[config.mk]
export PLATFORM = sky130hd
export DESIGN_NAME = dbg_watch_unit
export DESIGN_NICKNAME = d
export VERILOG_FILES = /design/src/rtl/dbgw_pkg.sv /design/src/rtl/dbgw_regs.sv /design/src/rtl/dbgw_slot_cmp.sv /design/src/rtl/dbgw_status.sv /design/src/rtl/dbg_watch_unit.sv
export SDC_FILE = /design/constraint.sdc
export NUM_CORES = 1
export LEC_CHECK = 0
export ABC_CLOCK_PERIOD_IN_PS = 4300
export BUFFER_PORTS_ARGS = -buffer_cell sky130_fd_sc_hd__buf_2
export CORE_MARGIN = 3
export CORE_UTILIZATION = 33
export CTS_CLUSTER_SIZE = 40
export DETAILED_ROUTE_END_ITERATION = 6
export PLACE_DENSITY = 0.55
export SLEW_MARGIN = 15
export SYNTH_ARGS = -nofsm -noshare
export SYNTH_HDL_FRONTEND = slang
export SYNTH_HIERARCHICAL = 1
export SYNTH_SLANG_ARGS = --single-unit
[constraint.sdc]
create_clock -name clk -period 4.3 [get_ports clk]
set_clock_uncertainty 0.15 [all_clocks]
set_input_delay 0.215 -clock clk [delete_from_list [all_inputs] [get_ports clk]]
set_output_delay 0.215 -clock clk [all_outputs]
set_load 0.005 [all_outputs]
[src/rtl/dbgw_pkg.sv]
// Package: shared encodings and helpers for the debug watchpoint match unit.
// Assumes at most four slots, so that all fields fit a 32-bit control word.
package dbgw_pkg;

    localparam int CTRL_W     = 32;
    localparam int FIELD_BASE = 16;
    localparam int FIELD_W    = 4;
    localparam int RSV_LO     = 10;
    localparam int RSV_HI     = 15;
    localparam int SEL_W      = 3;
    localparam logic [SEL_W-1:0] SEL_CTRL = 3'd4;
    localparam logic [SEL_W-1:0] SEL_STAT = 3'd5;

    // Kind of the access being offered.
    typedef enum logic [1:0] {
        KIND_FETCH = 2'b00,
        KIND_WRITE = 2'b01,
        KIND_READ  = 2'b10,
        KIND_IO    = 2'b11
    } acc_kind_e;

    // Access type a slot watches.
    typedef enum logic [1:0] {
        WT_FETCH = 2'b00,
        WT_WRITE = 2'b01,
        WT_IO    = 2'b10,
        WT_RDWR  = 2'b11
    } watch_type_e;

    // Per-slot field: length in the high pair, type in the low pair.
    typedef struct packed {
        logic [1:0] len;
        logic [1:0] wtype;
    } slot_field_t;

    // log2 of the region length for a length code.
    function automatic logic [1:0] len_log2(input logic [1:0] code);
        case (code)
            2'b00:   len_log2 = 2'd0;
            2'b01:   len_log2 = 2'd1;
            2'b11:   len_log2 = 2'd2;
            default: len_log2 = 2'd3;
        endcase
    endfunction

    // Mask selecting the per-task enable bits of n slots.
    function automatic logic [CTRL_W-1:0] local_en_mask(input int n);
        logic [CTRL_W-1:0] m;
        m = '0;
        for (int i = 0; i < n; i++) m[2*i] = 1'b1;
        return m;
    endfunction

    // Mask selecting the reserved control bits.
    function automatic logic [CTRL_W-1:0] reserved_mask();
        logic [CTRL_W-1:0] m;
        m = '0;
        for (int i = RSV_LO; i <= RSV_HI; i++) m[i] = 1'b1;
        return m;
    endfunction

endpackage

[src/rtl/dbgw_regs.sv]
// Module: dbgw_regs
// Holds the slot address registers and the control word. Reserved control
// bits are forced low on write. A task switch clears the per-task enables
// after any same-cycle control write is applied.
// Assumes NSLOT <= 4 and ADDR_W <= 32.
module dbgw_regs
    import dbgw_pkg::*;
#(
    parameter int NSLOT  = 4,
    parameter int ADDR_W = 32
) (
    input  logic                          clk,
    input  logic                          rst_n,
    input  logic                          cfg_we,
    input  logic [SEL_W-1:0]              cfg_sel,
    input  logic [CTRL_W-1:0]             cfg_wdata,
    input  logic                          task_switch,
    output logic [NSLOT-1:0][ADDR_W-1:0]  slot_addr,
    output logic [CTRL_W-1:0]             ctrl_q
);

    localparam logic [CTRL_W-1:0] LOC_MASK = local_en_mask(NSLOT);
    localparam logic [CTRL_W-1:0] RSV_MASK = reserved_mask();

    logic [CTRL_W-1:0] ctrl_d;

    // Next control word: masked write, then per-task enable clear.
    always_comb begin
        ctrl_d = ctrl_q;
        if (cfg_we && cfg_sel == SEL_CTRL) ctrl_d = cfg_wdata & ~RSV_MASK;
        if (task_switch)                   ctrl_d = ctrl_d & ~LOC_MASK;
    end

    // Control word register.
    always_ff @(posedge clk) begin
        if (!rst_n) ctrl_q <= '0;
        else        ctrl_q <= ctrl_d;
    end

    for (genvar g = 0; g < NSLOT; g++) begin : g_addr
        // Address register of one slot.
        always_ff @(posedge clk) begin
            if (!rst_n)
                slot_addr[g] <= '0;
            else if (cfg_we && cfg_sel == SEL_W'(g))
                slot_addr[g] <= cfg_wdata[ADDR_W-1:0];
        end
    end

endmodule

[src/rtl/dbgw_slot_cmp.sv]
// Module: dbgw_slot_cmp
// Combinational match for one slot: enable, type and length legality, and
// byte overlap of the access with the slot's aligned region. The arithmetic
// is one bit wider than the address, so regions at the top of the space
// do not wrap.
module dbgw_slot_cmp
    import dbgw_pkg::*;
#(
    parameter int ADDR_W  = 32,
    parameter bit LEN8_EN = 1'b1
) (
    input  logic [ADDR_W-1:0] slot_addr,
    input  slot_field_t       field,
    input  logic [1:0]        en_pair,
    input  logic              acc_valid,
    input  logic [ADDR_W-1:0] acc_addr,
    input  logic [1:0]        acc_size,
    input  logic [1:0]        acc_kind,
    input  logic              io_en,
    output logic              hit
);

    localparam logic [ADDR_W:0] ONE = {{ADDR_W{1'b0}}, 1'b1};

    logic [1:0]        lg;
    logic [ADDR_W-1:0] base;
    logic [ADDR_W:0]   reg_end;
    logic [ADDR_W:0]   acc_end;
    logic              overlap;
    logic              len_ok;
    logic              type_ok;

    // Region bounds and overlap test.
    always_comb begin
        lg      = len_log2(field.len);
        base    = slot_addr & ({ADDR_W{1'b1}} << lg);
        reg_end = {1'b0, base} + (ONE << lg);
        acc_end = {1'b0, acc_addr} + (ONE << acc_size);
        overlap = ({1'b0, acc_addr} < reg_end) && ({1'b0, base} < acc_end);
        len_ok  = LEN8_EN || (field.len != 2'b10);
    end

    // Type against access kind.
    always_comb begin
        case (watch_type_e'(field.wtype))
            WT_FETCH: type_ok = (acc_kind == KIND_FETCH);
            WT_WRITE: type_ok = (acc_kind == KIND_WRITE);
            WT_RDWR:  type_ok = (acc_kind == KIND_WRITE) || (acc_kind == KIND_READ);
            default:  type_ok = (acc_kind == KIND_IO) && io_en;
        endcase
    end

    assign hit = acc_valid && (|en_pair) && len_ok && overlap && type_ok;

endmodule

[src/rtl/dbgw_status.sv]
// Module: dbgw_status
// Sticky per-slot status. A hit sets its bit. A status write clears the
// bits written as zero, and a hit in the same cycle wins. The trap flop
// pulses when any bit goes from clear to set.
module dbgw_status #(
    parameter int NSLOT = 4
) (
    input  logic             clk,
    input  logic             rst_n,
    input  logic [NSLOT-1:0] hit_vec,
    input  logic             clr_we,
    input  logic [NSLOT-1:0] clr_data,
    output logic [NSLOT-1:0] status_q,
    output logic             trap_q
);

    logic [NSLOT-1:0] kept;

    // Bits surviving a software write.
    assign kept = clr_we ? (status_q & clr_data) : status_q;

    // Status and trap registers.
    always_ff @(posedge clk) begin
        if (!rst_n) begin
            status_q <= '0;
            trap_q   <= 1'b0;
        end else begin
            status_q <= kept | hit_vec;
            trap_q   <= |(hit_vec & ~status_q);
        end
    end

endmodule

[src/rtl/dbg_watch_unit.sv]
// Module: dbg_watch_unit (top)
// Debug watchpoint match unit. It compares each offered access against
// NSLOT address slots that are configured through a packed control word,
// records matches in sticky status bits and pulses a trap.
// Assumes NSLOT <= 4 and ADDR_W <= 32. One access at most per cycle.
module dbg_watch_unit
    import dbgw_pkg::*;
#(
    parameter int NSLOT   = 4,
    parameter int ADDR_W  = 32,
    parameter bit LEN8_EN = 1'b1
) (
    input  logic              clk,
    input  logic              rst_n,
    input  logic              cfg_we,
    input  logic [2:0]        cfg_sel,
    input  logic [31:0]       cfg_wdata,
    input  logic              acc_valid,
    input  logic [ADDR_W-1:0] acc_addr,
    input  logic [1:0]        acc_size,
    input  logic [1:0]        acc_kind,
    input  logic              io_en,
    input  logic              task_switch,
    output logic [31:0]       ctrl_out,
    output logic [NSLOT-1:0]  status_out,
    output logic              trap
);

    logic [NSLOT-1:0][ADDR_W-1:0] slot_addr;
    logic [CTRL_W-1:0]            ctrl_q;
    logic [NSLOT-1:0]             hit_vec;

    dbgw_regs #(.NSLOT(NSLOT), .ADDR_W(ADDR_W)) u_regs (
        .clk         (clk),
        .rst_n       (rst_n),
        .cfg_we      (cfg_we),
        .cfg_sel     (cfg_sel),
        .cfg_wdata   (cfg_wdata),
        .task_switch (task_switch),
        .slot_addr   (slot_addr),
        .ctrl_q      (ctrl_q)
    );

    for (genvar g = 0; g < NSLOT; g++) begin : g_slot
        dbgw_slot_cmp #(.ADDR_W(ADDR_W), .LEN8_EN(LEN8_EN)) u_cmp (
            .slot_addr (slot_addr[g]),
            .field     (slot_field_t'(ctrl_q[FIELD_BASE+FIELD_W*g +: FIELD_W])),
            .en_pair   (ctrl_q[2*g +: 2]),
            .acc_valid (acc_valid),
            .acc_addr  (acc_addr),
            .acc_size  (acc_size),
            .acc_kind  (acc_kind),
            .io_en     (io_en),
            .hit       (hit_vec[g])
        );
    end

    dbgw_status #(.NSLOT(NSLOT)) u_status (
        .clk      (clk),
        .rst_n    (rst_n),
        .hit_vec  (hit_vec),
        .clr_we   (cfg_we && cfg_sel == SEL_STAT),
        .clr_data (cfg_wdata[NSLOT-1:0]),
        .status_q (status_out),
        .trap_q   (trap)
    );

    assign ctrl_out = ctrl_q;

endmodule

==> impl_metrics.toml, run 1 <==
[status]
status = "finished, final reports clean"

[sta]
grt_setup_unrepaired = "true"
whs_ps = 49.2
min_period_over_period_pct = 97.9
max_slew_margin_pct = 26.2
finalMaxSlewViolations = 0
final-setup-viol-count = 0
hold_violations = 0
setup_slack_ps = 91.9
tightest_slew_ps = 1090
fmaxAchievable_mhz = 238
fin_crit_ps = 4210
fin_tns_setup_ps = 0

[routing]
wirelength_um = 56500
vias = 15700
firstDrtPassIters = 5
wl_per_cell_um = 19.1
drt_iter0_markers = 774
vias_per_cell = 5.30
drcViolationCount = 0
detail-route-antenna-nets = 0

[synthesis]
synth_edf_count = 0
synth_top_family_by_area = "simple AND/OR/NAND/NOR gates"
synth_area_per_cell_um2 = 8.46
synth_common_cells = "nand2_1, ha_1, dfxtp_1, mux2i_1, xor2_1"
synthSimpleGateAreaFrac_pct = 23.0
ys_warn_count = 6
synthXorXnorAreaFrac_pct = 12.4
yosys.area.top_type = "ha_1"
synth_area_um2 = 17000
yosysSeqAreaShare_pct = 18.7
synth.area.mux_share_pct = 9.61
yosysMostFrequentCell = "nand2_1"
synthCells = 2006
synth_compound_area_share_pct = 11.0
synthAdderAreaFrac_pct = 22.2
synthFlopType = "dfxtp_1"
async_flop_share_pct = 0
synth.distinct_cells = 87
ys_top_cells_by_area = "ha_1, dfxtp_1, mux2i_1"
synth_top_area_share_pct = 21.2
ys_seq_elements = 159

[floorplanning]
coreArea_um2 = 50500
die_area_um2 = 54200
rows = 82
start_util_pct = 33.6
die_h_um = 233
io_pins = 114
dieWidth_um = 233

[global_route]
antenna_found_initial = 0
grt_pass1_wl_um = 87400
overflow = 0
grt_max_degree = 119
grt_pass1_vias = 16000
grt_usage_pct = 20.7

[clock_network]
clock_path_buffers = 2
cts_tree = "done"
root_buffer = "clkbuf_16"
cts_sinks = 159
cts.clk_slew.worst_paths_ps = 70
insertion_delay_ps = 460
cts_max_level = 4
numCtsBuffers = 17

[setup_path]
critPathKind = "flop to flop"
worstPathMaxFanout = 7
cp-start-kind = "flop"
rr_worst_depth = 23
crit_start = "u_regs/ctrl_q[31]"
path_buf_inv = 4
critical_path_required_ps = 4490
cpPeakStageDelay_ps = 400
path_depth = 23
endpoint = "u_status/trap_q"
r2r_slack_ps = 90
cpMaxStageDelayCell = "fa_2"
reg2reg_to = "u_status/trap_q"
crit_arrival_ps = 4400
cp-end-kind = "flop"
path_delay_family = "simple AND/OR/NAND/NOR gates"
reg2reg_from = "u_regs/ctrl_q[31]"
cp_cell_sequence = "nor3b_4 > inv_2 > fa_2 > nor2b_2 > o21ai_1 > nand2b_1 > nor3b_2 > buf_4 > nor2b_4 > buf_6 > nand4_1 > xor2_1 > ha_1 > nand4_1 > nor3_1 > a221oi_1 > o21ai_1 > a31oi_2 > o21ai_2 > a211oi_2 > inv_2 > o22ai_2 > o21a_1"

[power_and_ir_drop]
vdd_drop_max_v = 0.000236
totalPowerFinal_mw = 3.98
leakagePower_nw = 9.25
power.density_nw_per_um2 = 196

[cells_and_area]
syn2layout_area_growth_pct = 19.7
final_area_um2 = 20300
layout-drive-gt1-share_pct = 17.9
n_fill_cell = 5096
multi_input_comb_area_um2 = 13500
regArea_um2 = 3200
nNetsFinal = 2642
n_antenna_cell = 0

[placed_design]
gp_congestion = 0.934
hpwl_um = 45600
port-buffer-count = 107
pre_cts_ws_ps = -312
place_area_um2 = 19300

[run]
maxCapViolations = 0

[hold_path]
hold_path.class = "input pin to flop"
## cell type report
type / instances / share of cell area, %
clock buffers: 19 / 2.18
well taps: 672 / 4.14
multi-input cells: 1738 / 66.5
clock inverters: 13 / 0.523
inverters: 63 / 1.18
flip-flops and latches: 159 / 15.7
repair buffers: 290 / 9.73
## how the worst min path moves through the flow
stage / from / to / slack (ps) / cells past startpoint
after floorplan: rst_n / u_status/trap_q / 180 / 1
after global placement: u_regs/slot_addr[2] / u_regs/slot_addr[2] / 290 / 2
after detailed placement: u_regs/slot_addr[1] / u_regs/slot_addr[1] / 300 / 2
after CTS: cfg_wdata[1] / u_status/status_q[1] / 8 / 3
after global routing: cfg_wdata[1] / u_status/status_q[1] / 40 / 3
final: cfg_wdata[1] / u_status/status_q[1] / 50 / 3
## per-layer routing
| layer | share of wire, % | track usage, % |
|---|---|---|
| met1 | 47 | 27.2 |
| met4 | 3.0 | 6.87 |
| met5 | 0 | 0 |
| met2 | 46 | 35.1 |
| met3 | 3.5 | 2.29 |
## worst reg2reg max path: stages, from the launching register on
cell and delay [ps]:
dfxtp_4 380, nor3b_4 220, inv_2 60, fa_2 400, nor2b_2 120, o21ai_1 70, nand2b_1 130, nor3b_2 210
buf_4 140, nor2b_4 140, buf_6 130, nand4_1 110, xor2_1 170, ha_1 300, nand4_1 120, nor3_1 310
a221oi_1 140, o21ai_1 120, a31oi_2 80, o21ai_2 160, a211oi_2 90, inv_2 110, o22ai_2 60, o21a_1 180
## state kept, by name, indices dropped and copies added (netlist names)
register / flops
u_regs/ctrl_q: 26
u_status/trap_q: 1
u_regs/slot_addr: 128
u_status/status_q: 4
## cell usage in the layout, fill, tap and decap left out, types with 7 or more instances in the layout
cell type        n
nand3b_1         8
a211oi_1        15
nand2_1        299
o21ai_1          9
buf_2          106
xnor2_1         99
and2_1          13
nor2b_1         26
a21o_1          55
nand4_1         63
xor2_1         140
a21oi_1         87
nor3_1          15
o21a_1           7
mux2i_1        154
and3_1          35
nand3_1        103
dfxtp_1        151
inv_1           59
dlygate4sd3_1   12
and4_1          27
o21ai_0         38
buf_4          167
o211ai_1        10
clkbuf_16       17
nor2b_2          8
nand2b_1        12
nor2_1          80
ha_1           287
## metrics by stage
stage          utilization [%]  std cells
3_5_place_dp              38.3       2902
5_1_grt                   40.3       2954
6_report                  40.3       2954
4_1_cts                   39.9       2948
3_3_place_gp              38.3       2902
2_1_floorplan                -       2011
## logic make-up (layout without fill, tap and decap cells)
logic type | count (synthesis) | after routing
mux | 158 | 158
flops | 159 | 159
buf+inv | 114 | 385
simple gates | 755 | 755
fa+ha+maj | 296 | 296
other cells | 1 | 6
compound gates | 283 | 283
xor+xnor | 240 | 240
## power breakdown
part	internal [mW]	leakage, nW	total (mW)	switching, mW
clock	0.764	0.261	1.48	0.713
combinational	0.395	7.69	0.949	0.554
sequential	1.50	1.29	1.55	0.0480
total	2.66	9.25	3.98	1.32
## timing repair
action | 4_1_cts | 5_1_grt
hold endpoints to repair | 5 | 0
pin swaps | 8 | 20
resized for setup | 34 | 48
buffers inserted | 2 | 6
endpoints found under the setup margin | 4 | 5
hold buffers | 12 | 0
No activity file was read; power rests on OpenSTA's default activity.
==> run 2: changes to the inputs <==
CORE_MARGIN = default   (was 3)
==> impl_metrics.toml, run 2 (same netlist as run 1, synthesis figures left out) <==
[clock_network]
root_buffer = "clkbuf_16"
cts_max_level = 4
clock_path_buffers = 2
insertion_delay_ps = 460
cts_tree = "done"
cts_sinks = 159
numCtsBuffers = 17
cts.clk_slew.worst_paths_ps = 80

[global_route]
globalRouteMet2Util_pct = 36.3
busiest_layer = "met2"
grt_pass1_vias = 15800
overflow = 0
antenna_found_initial = 0
met3_usage_pct = 1.92
gr-usage-met1_pct = 28.0
grt_max_degree = 111
grt_usage_pct = 21.3
grt_pass1_wl_um = 87100

[floorplanning]
coreArea_um2 = 50500
rows = 82
die_h_um = 229
io_pins = 114
start_util_pct = 33.6
dieWidth_um = 229
die_area_um2 = 52400

[routing]
detail-route-antenna-nets = 0
vias_per_cell = 5.30
wirelength_um = 56000
vias = 15700
firstDrtPassIters = 5
wl_per_cell_um = 18.9
drcViolationCount = 0
drt_iter0_markers = 776

[sta]
hold_violations = 0
final-setup-viol-count = 0
fin_crit_ps = 4200
finalMaxSlewViolations = 0
whs_ps = 53.5
min_period_over_period_pct = 97.8
tightest_slew_ps = 1100
fmaxAchievable_mhz = 238
grt_setup_unrepaired = "true"
max_slew_margin_pct = 25.4

[setup_path]
cpMaxStageDelayCell = "dfxtp_4"
cpPeakStageDelay_ps = 380
crit_start = "u_regs/ctrl_q[23]"
reg2reg_from = "u_regs/ctrl_q[23]"
cp-end-kind = "flop"
endpoint = "u_status/trap_q"
rr_worst_depth = 23
critical_path_required_ps = 4560
critPathKind = "flop to flop"
cp-start-kind = "flop"
worstPathMaxFanout = 7
cp_cell_sequence = "nor3b_2 > inv_1 > fa_2 > nor2b_1 > o21ai_1 > nand2b_1 > nor3b_4 > buf_4 > buf_4 > nand3_1 > xor2_1 > ha_1 > a21oi_1 > o21ai_0 > a221oi_1 > o21ai_1 > a31oi_1 > o21ai_1 > a211oi_2 > buf_4 > inv_4 > o22ai_2 > o21a_1"
r2r_slack_ps = 100
reg2reg_to = "u_status/trap_q"
crit_arrival_ps = 4460

[cells_and_area]
nNetsFinal = 2649
final_common_cell = "nand2_1"
reg_top3 = "u_regs/slot_addr (128), u_regs/ctrl_q (26), u_status/status_q (4)"
multi_input_comb_area_um2 = 13500
largest_register_ff_count = 128
layout_common_cells = "nand2_1, ha_1, buf_4"
regArea_um2 = 3200
n_fill_cell = 5147
top_register = "u_regs/slot_addr"
n_antenna_cell = 0
layout-drive-gt1-share_pct = 17.9
syn2layout_area_growth_pct = 20.3
instances_no_fill = 2961

[run]
maxCapViolations = 0

[placed_design]
place_inst = 2899
port-buffer-count = 107
hpwl_um = 45200
gp_congestion = 0.887

[status]
status = "finished, final reports clean"

[power_and_ir_drop]
power.density_nw_per_um2 = 200
leakagePower_nw = 9.38
vdd_drop_max_v = 0.000211

[hold_path]
hold_path.class = "input pin to flop"
==> run 2: what timing repair did <==
action | 4_1_cts | 5_1_grt
buffers inserted | 10 | 8
hold buffers | 13 | 0
endpoints found under the hold margin | 6 | 0
pin swaps | 13 | 17
gates resized for setup | 34 | 44
endpoints found under the setup margin | 4 | 5
==> run 2: cell type report <==
cell class | count | area share [%]
Multi-Input combinational cell | 1738 | 66.2
Clock buffer | 19 | 2.22
Inverter | 63 | 1.17
Sequential cell | 159 | 15.7
Timing Repair Buffer | 297 | 9.89
Tap cell | 672 | 4.12
Clock inverter | 13 | 0.704
==> run 2: worst min-delay path by stage <==
stage	start	to	slack [ps]	cells past startpoint
2_1_floorplan	rst_n	u_status/trap_q	180	1
3_3_place_gp	u_regs/slot_addr[2]	u_regs/slot_addr[2]	290	2
3_5_place_dp	u_regs/slot_addr[1]	u_regs/slot_addr[1]	300	2
4_1_cts	cfg_wdata[1]	u_status/status_q[1]	10	3
5_1_grt	cfg_wdata[1]	u_status/status_q[1]	40	3
6_report	cfg_wdata[1]	u_status/status_q[1]	50	3
==> run 2: per-layer routing <==
metal	vias to the layer above	routed length [um]
met5	-	0
met4	0	1570
met3	77	1700
met2	298	26500
met1	7564	26200
li1	7761	-
==> run 2: power by group <==
part	switching, mW	leakage (nW)	internal [mW]
clock network	0.741	0.293	0.855
registers	0.0474	1.29	1.50
logic	0.553	7.79	0.395
total	1.34	9.38	2.75
==> run 2: through the flow <==
step	worst slack (ps)	instance area [um2]	total power, mW	TNS [ps]	util, %
after floorplan	74.0	17000	2.09	0	-
after CTS	4.88	20200	4.12	0	40.1
after global routing	-129	20400	4.30	-133	40.5
after detailed placement	-398	19300	2.50	-925	38.3
final	96.7	20400	4.09	0	40.5
after global placement	-279	19300	2.47	-587	38.3
==> run 2: critical path: cells and delay by family (launching register included) <==
kind,cells,cell delay (ps)
compound gates,10,1500
xor+xnor,1,160
fa+ha+maj,2,660
buf+inv,5,540
flops,1,380
simple gates,5,750
==> run 3: changes to the inputs <==
CAP_MARGIN = 20   (was default)
CORE_UTILIZATION = 40   (was 33)
HOLD_SLACK_MARGIN = 0.02   (was default)
PLACE_DENSITY = 0.64   (was 0.55)
==> impl_metrics.toml, run 3 (same netlist as run 1, synthesis figures left out) <==
[cells_and_area]
final_area_um2 = 20000
multi_input_comb_area_um2 = 13500
layout_common_cells = "nand2_1, ha_1, buf_4"
n_fill_cell = 3982
layout-drive-gt1-share_pct = 16.8
largest_register_ff_count = 128
regArea_um2 = 3200
nNetsFinal = 2627
syn2layout_area_growth_pct = 17.7
n_antenna_cell = 0
final_common_cell = "nand2_1"
top_register = "u_regs/slot_addr"
reg_top3 = "u_regs/slot_addr (128), u_regs/ctrl_q (26), u_status/status_q (4)"

[clock_network]
cts.clk_slew.worst_paths_ps = 70
cts_sinks = 159
cts_tree = "done"
root_buffer = "clkbuf_16"
numCtsBuffers = 17
clock_path_buffers = 2
insertion_delay_ps = 440
cts_max_level = 4

[sta]
finalMaxSlewViolations = 0
min_period_over_period_pct = 99.5
hold_violations = 0
fmaxAchievable_mhz = 234
final-setup-viol-count = 0
fin_crit_ps = 4280
grt_setup_unrepaired = "true"
max_slew_margin_pct = 27.7
tightest_slew_ps = 1070

[placed_design]
gp_congestion = 0.929
hpwl_um = 42700
place_area_um2 = 19100
port-buffer-count = 107

[global_route]
grt_usage_pct = 24.4
grt_max_degree = 105
grt_pass1_wl_um = 83400
overflow = 0
antenna_found_initial = 0
grt_pass1_vias = 15800

[routing]
drt_iter0_markers = 895
wirelength_um = 52700
firstDrtPassIters = 5
detail-route-antenna-nets = 0
vias = 15800
wl_per_cell_um = 18.8
vias_per_cell = 5.64
drcViolationCount = 0

[power_and_ir_drop]
totalPowerFinal_mw = 3.94
leakagePower_nw = 9.20
vdd_drop_max_v = 0.000239
power.density_nw_per_um2 = 197

[setup_path]
reg2reg_to = "u_status/trap_q"
critPathKind = "flop to flop"
cp-start-kind = "flop"
cp-end-kind = "flop"
critical_path_required_ps = 4540
rr_worst_depth = 22
worstPathMaxFanout = 7
reg2reg_from = "u_regs/ctrl_q[31]"
crit_arrival_ps = 4510
r2r_slack_ps = 20

[hold_path]
min_to = "u_status/status_q[2]"
hold_depth = 3
hold_start = "cfg_wdata[2]"
hold_path.class = "input pin to flop"

[run]
maxCapViolations = 0

[floorplanning]
dieWidth_um = 208
die_area_um2 = 43300
die_h_um = 208
io_pins = 114
rows = 75
coreArea_um2 = 41900
start_util_pct = 40.5

[status]
status = "finished, final reports clean"
## run 3: cell count changes in the layout (fill, tap and decap cells not counted), sizes merged
| cell | before | now |
|---|---|---|
| clkbuf | 19 | 18 |
| dlygate4sd3 | 13 | 9 |
| clkinvlp | 1 | 4 |
| clkinv | 2 | 4 |
| bufinv | 1 | 0 |
| buf | 284 | 266 |
| inv | 72 | 69 |
## run 3: area by class of cell
class	instances	share of cell area, %
Clock buffer	18	2.15
Clock inverter	14	0.545
Inverter	63	1.18
Multi-Input combinational cell	1738	67.4
Sequential cell	159	16.0
Tap cell	539	3.37
Timing Repair Buffer	275	9.30
## run 3: worst max-delay path by stage
stage                                 start              end  slack, ps  cells past startpoint
after CTS                 u_regs/ctrl_q[30]  u_status/trap_q        0.4                     22
after detailed placement        acc_size[1]  u_status/trap_q       -310                     25
after global routing      u_regs/ctrl_q[22]  u_status/trap_q       -180                     24
after global placement          acc_size[1]  u_status/trap_q       -250                     24
after floorplan           u_regs/ctrl_q[23]  u_status/trap_q         70                     22
final                     u_regs/ctrl_q[31]  u_status/trap_q         20                     22
## run 3: per-stage QoR
| step | setup WS, ps | instances | TNS (ps) | hold WS (ps) | utilization [%] |
|---|---|---|---|---|---|
| after floorplan | 74.0 | 2011 | 0 | 183 | - |
| after global placement | -249 | 2758 | -449 | 290 | 45.5 |
| after detailed placement | -315 | 2758 | -606 | 298 | 45.5 |
| after CTS | 0.390 | 2801 | 0 | 48.7 | 47.2 |
| after global routing | -176 | 2806 | -334 | 44.6 | 47.6 |
| final | 23.5 | 2806 | 0 | 62.0 | 47.6 |
## run 3: worst max-delay path: stages, from the launching register on
cell,delay (ps)
dfxtp_4,360
nor3b_4,210
inv_2,60
fa_2,400
nor2b_1,130
o21ai_1,70
nand2b_1,120
nor3b_4,230
nor2b_4,180
buf_6,130
nand4_1,120
xor2_1,170
ha_1,320
nand4_1,140
nor3_2,70
a221oi_2,260
o21ai_1,90
a31oi_1,210
o21ai_1,110
a211oi_2,300
inv_1,120
o22ai_2,120
o21a_1,120
## run 3: per-layer routing
layer	wire (um)	part of all wire [%]	vias up	track usage (%)
met5	0	0	-	0
met2	24500	47	424	41.2
met4	1910	3.6	0	9.78
met3	2160	4.1	89	2.37
met1	24100	46	7589	31.8
li1	-	-	7718	-
## run 3: repair_timing
item                       CTS  global route
hold endpoints to repair     6             0
pin swaps                    3            22
hold buffers                 9             0
resized for setup           20            45
setup buffers                2             5
gates cloned                 0             0
setup endpoints to repair    3             5
## run 3: where the power goes
group          switching (mW)  internal, mW
Combinational           0.550         0.391
Sequential             0.0467          1.50
Clock                   0.697         0.749
Total                    1.29          2.64
